===== src/rtl/bss_pkg.sv =====
package bss_pkg;

    typedef enum logic [1:0] {
        SEQ_UNINIT = 2'd0,
        SEQ_LOAD   = 2'd1,
        SEQ_RUN    = 2'd2
    } seq_state_e;

    function automatic int bits_for(input int n);
        return (n <= 2) ? 1 : $clog2(n);
    endfunction

    function automatic int ceil_div(input int a, input int b);
        return (a + b - 1) / b;
    endfunction

endpackage


===== src/rtl/bss_sequencer.sv =====
module bss_sequencer
    import bss_pkg::*;
#(
    parameter int LANES     = 3,
    parameter int BANDS     = 8,
    parameter int NX        = 4,
    parameter int CNT_LIMIT = 10,
    localparam int DEPTH    = ceil_div(BANDS, LANES),
    localparam int GW       = bits_for(DEPTH),
    localparam int CW       = bits_for(CNT_LIMIT + 1)
) (
    input  logic          clk,
    input  logic          rst_n,
    input  logic          init_req_i,
    input  logic          step_valid_i,
    output logic          ready_o,
    output logic          step_o,
    output logic          load_we_o,
    output logic [GW-1:0] load_idx_o,
    output logic [GW-1:0] grp_o,
    output logic [CW-1:0] cnt_o
);
    localparam int XW   = bits_for(NX);
    localparam int YMAX = CNT_LIMIT / NX + 1;
    localparam int YW   = bits_for(YMAX + 1);
    localparam int PW   = YW + bits_for(NX + 1) + 2;

    typedef struct packed {
        seq_state_e    st;
        logic [GW-1:0] idx;
        logic [GW-1:0] grp;
        logic [XW-1:0] x;
        logic [YW-1:0] y;
    } seq_t;

    seq_t          s_d, s_q;
    logic [PW-1:0] pos;

    always_comb begin
        s_d       = s_q;
        load_we_o = 1'b0;
        unique case (s_q.st)
            SEQ_LOAD: begin
                load_we_o = 1'b1;
                if (s_q.idx == GW'(DEPTH - 1)) s_d.st = SEQ_RUN;
                else                           s_d.idx = s_q.idx + 1'b1;
            end
            SEQ_RUN: begin
                if (step_valid_i) begin
                    if (s_q.grp == GW'(DEPTH - 1)) begin
                        s_d.grp = '0;
                        if (s_q.x == XW'(NX - 1)) begin
                            s_d.x = '0;
                            if (s_q.y != YW'(YMAX)) s_d.y = s_q.y + 1'b1;
                        end else begin
                            s_d.x = s_q.x + 1'b1;
                        end
                    end else begin
                        s_d.grp = s_q.grp + 1'b1;
                    end
                end
            end
            default: ;
        endcase
        if (init_req_i) begin
            s_d.st  = SEQ_LOAD;
            s_d.idx = '0;
            s_d.grp = '0;
            s_d.x   = '0;
            s_d.y   = '0;
        end
    end

    always_ff @(posedge clk or negedge rst_n) begin
        if (!rst_n) begin
            s_q <= '{st: SEQ_UNINIT, default: '0};
        end else begin
            s_q <= s_d;
        end
    end

    assign ready_o    = (s_q.st == SEQ_RUN);
    assign step_o     = ready_o && step_valid_i && !init_req_i;
    assign load_idx_o = s_q.idx;
    assign grp_o      = s_q.grp;
    assign pos        = PW'(s_q.y) * PW'(NX) + PW'(s_q.x);
    assign cnt_o      = (pos > PW'(CNT_LIMIT)) ? CW'(CNT_LIMIT) : pos[CW-1:0];

endmodule


===== src/rtl/bss_lane_store.sv =====
module bss_lane_store
    import bss_pkg::*;
#(
    parameter int LANE   = 0,
    parameter int LANES  = 3,
    parameter int BANDS  = 8,
    parameter int NW     = 3,
    parameter int WW     = 8,
    parameter int AW     = 10,
    localparam int DEPTH = ceil_div(BANDS, LANES),
    localparam int GW    = bits_for(DEPTH),
    localparam int BW    = bits_for(DEPTH * LANES)
) (
    input  logic                   clk,
    input  logic                   rst_n,
    input  logic                   load_we_i,
    input  logic [GW-1:0]          load_idx_i,
    input  logic [NW-1:0][WW-1:0]  load_wgt_i,
    input  logic [AW-1:0]          load_acc_i,
    input  logic                   step_i,
    input  logic [GW-1:0]          grp_i,
    input  logic [NW-1:0][WW-1:0]  upd_wgt_i,
    input  logic [AW-1:0]          upd_acc_i,
    output logic [BW-1:0]          band_o,
    output logic                   idle_o,
    output logic [NW-1:0][WW-1:0]  wgt_o,
    output logic [AW-1:0]          acc_o
);
    localparam int OWN = ceil_div(BANDS - LANE, LANES);

    typedef struct packed {
        logic [GW-1:0] ptr;
    } lane_t;

    lane_t                  l_d, l_q;
    logic                   wr_en;
    logic [GW-1:0]          wr_addr;
    logic [NW-1:0][WW-1:0]  wr_wgt;
    logic [AW-1:0]          wr_acc;
    logic [NW-1:0][WW-1:0]  wgt_mem [DEPTH];
    logic [AW-1:0]          acc_mem [DEPTH];

    assign band_o = BW'(int'(grp_i) * LANES + LANE);
    assign idle_o = (int'(grp_i) * LANES + LANE) >= BANDS;

    always_comb begin
        l_d     = l_q;
        wr_en   = 1'b0;
        wr_addr = l_q.ptr;
        wr_wgt  = upd_wgt_i;
        wr_acc  = upd_acc_i;
        if (load_we_i) begin
            l_d.ptr = '0;
            wr_en   = 1'b1;
            wr_addr = load_idx_i;
            wr_wgt  = load_wgt_i;
            wr_acc  = load_acc_i;
        end else if (step_i && !idle_o) begin
            wr_en   = 1'b1;
            l_d.ptr = (l_q.ptr == GW'(OWN - 1)) ? '0 : l_q.ptr + 1'b1;
        end
    end

    always_ff @(posedge clk or negedge rst_n) begin
        if (!rst_n) l_q <= '0;
        else        l_q <= l_d;
    end

    always_ff @(posedge clk) begin
        if (wr_en) begin
            wgt_mem[wr_addr] <= wr_wgt;
            acc_mem[wr_addr] <= wr_acc;
        end
    end

    assign wgt_o = wgt_mem[l_q.ptr];
    assign acc_o = acc_mem[l_q.ptr];

endmodule


===== src/rtl/band_state_store.sv =====
module band_state_store
    import bss_pkg::*;
#(
    parameter int LANES     = 3,
    parameter int BANDS     = 8,
    parameter int NX        = 4,
    parameter int CNT_LIMIT = 10,
    parameter int NW        = 3,
    parameter int WW        = 8,
    parameter int AW        = 10,
    localparam int DEPTH    = ceil_div(BANDS, LANES),
    localparam int BW       = bits_for(DEPTH * LANES),
    localparam int CW       = bits_for(CNT_LIMIT + 1)
) (
    input  logic                              clk,
    input  logic                              rst_n,
    input  logic                              init_req_i,
    input  logic [NW-1:0][WW-1:0]             init_wgt_i,
    input  logic [AW-1:0]                     init_acc_i,
    input  logic                              step_valid_i,
    input  logic [LANES-1:0][NW-1:0][WW-1:0]  upd_wgt_i,
    input  logic [LANES-1:0][AW-1:0]          upd_acc_i,
    output logic                              ready_o,
    output logic [LANES-1:0][BW-1:0]          lane_band_o,
    output logic [LANES-1:0]                  lane_idle_o,
    output logic [LANES-1:0][NW-1:0][WW-1:0]  lane_wgt_o,
    output logic [LANES-1:0][AW-1:0]          lane_acc_o,
    output logic [CW-1:0]                     sample_cnt_o
);
    localparam int GW = bits_for(DEPTH);

    logic          step;
    logic          load_we;
    logic [GW-1:0] load_idx;
    logic [GW-1:0] grp;

    bss_sequencer #(
        .LANES(LANES), .BANDS(BANDS), .NX(NX), .CNT_LIMIT(CNT_LIMIT)
    ) u_seq (
        .clk          (clk),
        .rst_n        (rst_n),
        .init_req_i   (init_req_i),
        .step_valid_i (step_valid_i),
        .ready_o      (ready_o),
        .step_o       (step),
        .load_we_o    (load_we),
        .load_idx_o   (load_idx),
        .grp_o        (grp),
        .cnt_o        (sample_cnt_o)
    );

    for (genvar k = 0; k < LANES; k++) begin : g_lane
        bss_lane_store #(
            .LANE(k), .LANES(LANES), .BANDS(BANDS), .NW(NW), .WW(WW), .AW(AW)
        ) u_lane (
            .clk        (clk),
            .rst_n      (rst_n),
            .load_we_i  (load_we),
            .load_idx_i (load_idx),
            .load_wgt_i (init_wgt_i),
            .load_acc_i (init_acc_i),
            .step_i     (step),
            .grp_i      (grp),
            .upd_wgt_i  (upd_wgt_i[k]),
            .upd_acc_i  (upd_acc_i[k]),
            .band_o     (lane_band_o[k]),
            .idle_o     (lane_idle_o[k]),
            .wgt_o      (lane_wgt_o[k]),
            .acc_o      (lane_acc_o[k])
        );
    end

endmodule


===== config.mk =====
export PLATFORM = sky130hd
export DESIGN_NAME = band_state_store
export DESIGN_NICKNAME = d
export VERILOG_FILES = /design/src/rtl/bss_pkg.sv /design/src/rtl/bss_sequencer.sv /design/src/rtl/bss_lane_store.sv /design/src/rtl/band_state_store.sv
export SDC_FILE = /design/constraint.sdc
export NUM_CORES = 1
export LEC_CHECK = 0
export ABC_AREA = 1
export BUFFER_PORTS_ARGS = -buffer_cell sky130_fd_sc_hd__buf_4
export CORE_ASPECT_RATIO = 1.1
export CORE_MARGIN = 5
export CORE_UTILIZATION = 57
export CTS_BUF_LIST = sky130_fd_sc_hd__clkbuf_8
export DETAILED_ROUTE_END_ITERATION = 12
export HOLD_SLACK_MARGIN = 0.1
export PLACE_DENSITY = 0.8
export SETUP_SLACK_MARGIN = 0.1
export SKIP_LAST_GASP = 1
export SLEW_MARGIN = 20
export SYNTH_ARGS = -nofsm -noshare
export SYNTH_HDL_FRONTEND = slang
export SYNTH_SLANG_ARGS = --single-unit

===== constraint.sdc =====
create_clock -name clk -period 5 [get_ports clk]
set_clock_uncertainty 0.2 [all_clocks]
set_input_delay 0 -clock clk [delete_from_list [all_inputs] [get_ports clk]]
set_output_delay 0 -clock clk [all_outputs]
set_load 0.01 [all_outputs]

==> summary.md <==
| Metric | Value |
|---|---|
| Hold Crit Start | `upd_wgt_i[11]` |
| HPWL Detailed | `around 24 mm` |
| Total track usage | `between 20% and 30%` |
| PostCTS Resize Cnt | `0` |
| Area of the core | `between 20000 and 25000 um^2` |
| First-pass DRT Iterations | `7` |
| CTS tree | `built` |
| Remaining DRCs | `0` |
| Slew @ Worst Pin | `1.09 ns` |
| Worst-case reg-to-reg path depth | `6` |
| Critical path class | `flop to flop` |
| Largest cells by area after synthesis | `edfxtp_1 68%, nand2_1 14%, dfrtp_1 3.0%, nand3_1 2.8%, a21oi_1 2.7%` |
| CTS H-tree lvls | `2` |
| Sequential area share after synthesis | `71.3%` |
| Synth Register Bits | `between 300 and 400` |
| Die Span Y | `between 150 and 200 um` |
| DR vias/cell | `between 5 and 6` |
| Synth area leader | `edfxtp_1` |
| Pwr Density | `619 nW/um^2` |
| Cell Chain, Critical Path | `inv_1 > nand2_4 > inv_2 > nand2_1 > nand2_1 > dlygate4sd3_1` |
| F_max | `around 290 MHz` |
| WP data arrival | `around 3.6 ns` |
| Via Count | `approximately 11000` |
| Crit path max fanout | `77` |
| Slew margin rel. | `between 20% and 30%` |
| Clock Root Buffer | `clkbuf_8` |
| Placed insts | `1693` |
| Crit end category | `flop` |
| Clk slew on worst S/H paths | `about 0.07 ns` |
| Post-CTS Setup Bufs | `0` |
| Post-place setup slack | `approximately 1.8 ns` |
| Cell Rows | `59` |
| Sink Count | `between 300 and 400` |
| Yosys top cell area share | `about two thirds` |
| Yosys warnings | `0` |
| NumNets Final | `~1800` |
| Global-route wire length before repair | `just under 60 mm` |
| Leakage | `7.67 nW` |
| CTS buffer count | `46` |
| Final Max Tran Viols | `0` |
| Post-Syn Instances | `1175` |
| Remaining Overflow, GRT | `0` |
| Max Cap Viol | `0` |
| Filler cell count | `around 1400` |
| RSZ-0062 raised after global routing | `false` |
| Initial DRC count | `1095` |
| Fin crit share | `68.7%` |
| Area grow syn2layout | `35.5%` |
| Post-synthesis average cell area | `~11 um^2` |
| Worst skew pair latency | `between 0.5 and 0.6 ns` |
| Min-delay worst type | `input pin to flop` |
| Status | `finished, final reports clean` |
| Ports | `approximately 260` |
| Hold_buf cts | `182` |
| Count of cell types in the netlist | `27` |
| Worst Path Required | `5.19 ns` |
| Routability cong. | `~0.89` |
| Wirelength per Cell | `about 20 um` |
| Count of input and output buffers | `261` |
| Maximum vdd ir drop | `roughly 800 uV` |
| Most repeated library cell on the critical path | `nand2_1` |
| Reg2reg end | `g_lane[2].u_lane.wgt_mem[1][21]` |
| Cell Count, Final, Fillers Out | `1961` |
| R2R Path Start | `u_seq.s_q[9]` |
| Syn Nets | `1326` |
| Vias in the first global route | `around 11000` |
| Clock Tree Buf Depth | `3` |
| Max incr delay on CP | `~0.8 ns` |
| Setup WS post-layout | `1.56 ns` |
| Post-route ant nets | `0` |
| Initial antenna violation count | `0` |
| Final Hold Viols | `0` |
| Post-layout util | `about 78%` |
| Largest net degree at the start of global routing | `78` |
| Flop2flop setup slack | `between 1.5 and 2 ns` |
| # setup viols final | `0` |
| Initial Util | `a little under three fifths` |
| Routed Wire Length | `39.8 mm` |
| Hold path cells | `4` |
| Hold endpoint | `g_lane[0].u_lane.wgt_mem[0][11]` |
| Hold slack | `0.125 ns` |
| Share of cells above drive strength 1 | `approximately 23%` |
| Startpoint Class | `flop` |
| Synthesized area | `roughly 13000 um^2` |
| Setup TNS | `0 ns` |
| CP max-delay cell | `inv_2` |
| Post-layout minimum cycle time | `between 3 and 4 ns` |
| Total Die Area | `around 27000 um^2` |
| Die X | `roughly 160 um` |
-- state kept, by name (all words and copies together), names as in the netlist --
| name | count |
|---|---|
| g_lane.u_lane.l_q | 6 |
| u_seq.grp_o | 2 |
| g_lane.u_lane.wgt_mem | 216 |
| g_lane.u_lane.acc_mem | 90 |
| u_seq.load_idx_o | 2 |
| u_seq.s_q | 6 |
-- how the worst max path moves through the flow --
| stage | start | end | slack (ns) | cells after the start |
|---|---|---|---|---|
| finish | u_seq.s_q[9] | g_lane[2].u_lane.wgt_mem[1][21] | 1.56 | 6 |
| global route | u_seq.s_q[9] | g_lane[0].u_lane.wgt_mem[1][12] | 1.47 | 6 |
| CTS | u_seq.s_q[9] | g_lane[1].u_lane.wgt_mem[2][6] | 1.71 | 6 |
| detailed placement | u_seq.s_q[8] | g_lane[2].u_lane.wgt_mem[2][2] | 1.84 | 6 |
| global placement | u_seq.s_q[9] | g_lane[1].u_lane.wgt_mem[0][17] | 1.93 | 8 |
| floorplan | u_seq.grp_o[0] | g_lane[2].u_lane.acc_mem[2][0] | 1.43 | 6 |
-- critical path: cells and delay by family, from the launching register on --
family / cells / cell delay, ns
flip-flops: 1 / 0.39
AND/OR/NAND/NOR: 3 / 1.07
buffers and inverters: 3 / 1.60
-- synthesized netlist by cell type --
cell type	instances
nand3_1	74
clkinv_1	2
ha_1	11
inv_1	21
nand3_2	10
nand2_2	12
a31oi_1	1
inv_2	5
nand4_1	5
xor2_1	1
buf_2	21
nand2_1	514
nand2_4	1
nor2_2	3
buf_1	3
clkbuf_8	1
buf_12	1
buf_6	15
nor2_4	1
edfxtp_1	306
clkbuf_1	8
dfrtp_1	16
o21ai_0	6
nor2_1	52
nor2_8	2
buf_4	10
a21oi_1	73
-- logic make-up after synthesis --
group,Yosys count,share of synthesized area [%]
and+or+nand+nor,674,20.7
DFF,322,71.3
adders and majority gates,11,1.02
AOI/OAI and AO/OA,80,2.99
xor gates and xnor gates,1,0.0651
buffers and inverters,87,3.94
-- report_power, final --
| group | total (mW) | internal, mW | leakage [nW] | switching (mW) |
|---|---|---|---|---|
| Combinational | 4.06 | 1.36 | 4.07 | 2.70 |
| Clock | 2.01 | 1.04 | 0.490 | 0.970 |
| Sequential | 5.20 | 4.90 | 3.11 | 0.302 |
| Total | 11.3 | 7.30 | 7.67 | 3.97 |
-- cell usage in the layout (no fill, tap or decap), drive strengths merged --
| cell type | Yosys | layout |
|---|---|---|
| a21oi | 73 | 73 |
| a31oi | 1 | 1 |
| buf | 50 | 273 |
| bufinv | 0 | 3 |
| clkbuf | 9 | 47 |
| clkinv | 2 | 29 |
| clkinvlp | 0 | 1 |
| dfrtp | 16 | 16 |
| diode | 0 | 1 |
| dlygate4sd3 | 0 | 182 |
| edfxtp | 306 | 306 |
| ha | 11 | 11 |
| inv | 26 | 32 |
| nand2 | 527 | 527 |
| nand3 | 84 | 84 |
| nand4 | 5 | 5 |
| nor2 | 58 | 58 |
| o21ai | 6 | 6 |
| xor2 | 1 | 1 |
-- layout make-up --
class	count	area (um^2)	share of cell area (%)
flip-flops and latches	322	9590	52.6
inverters	28	105	0.577
clock buffers	47	647	3.55
diodes	1	2.50	0.0137
multi-input cells	766	3370	18.5
well taps	305	382	2.09
clock inverters	37	240	1.32
repair buffers	455	3890	21.3
-- stage by stage --
step | cell area, um^2 | power (mW)
after global routing | 18200 | 11.8
after CTS | 18200 | 11.2
after floorplan | 13400 | 7.21
final | 18200 | 11.3
after detailed placement | 15500 | 8.91
after global placement | 15500 | 8.79
-- layer usage --
metal  share of wire, %  GRT usage (%)  vias up
met5                  0              0        -
met4                5.8           15.2        0
met3                9.7           5.57      133
met2                 50           49.0      658
met1                 34           35.5     5091
li1                   -              -     4867
(Power assumes the default switching activity.)
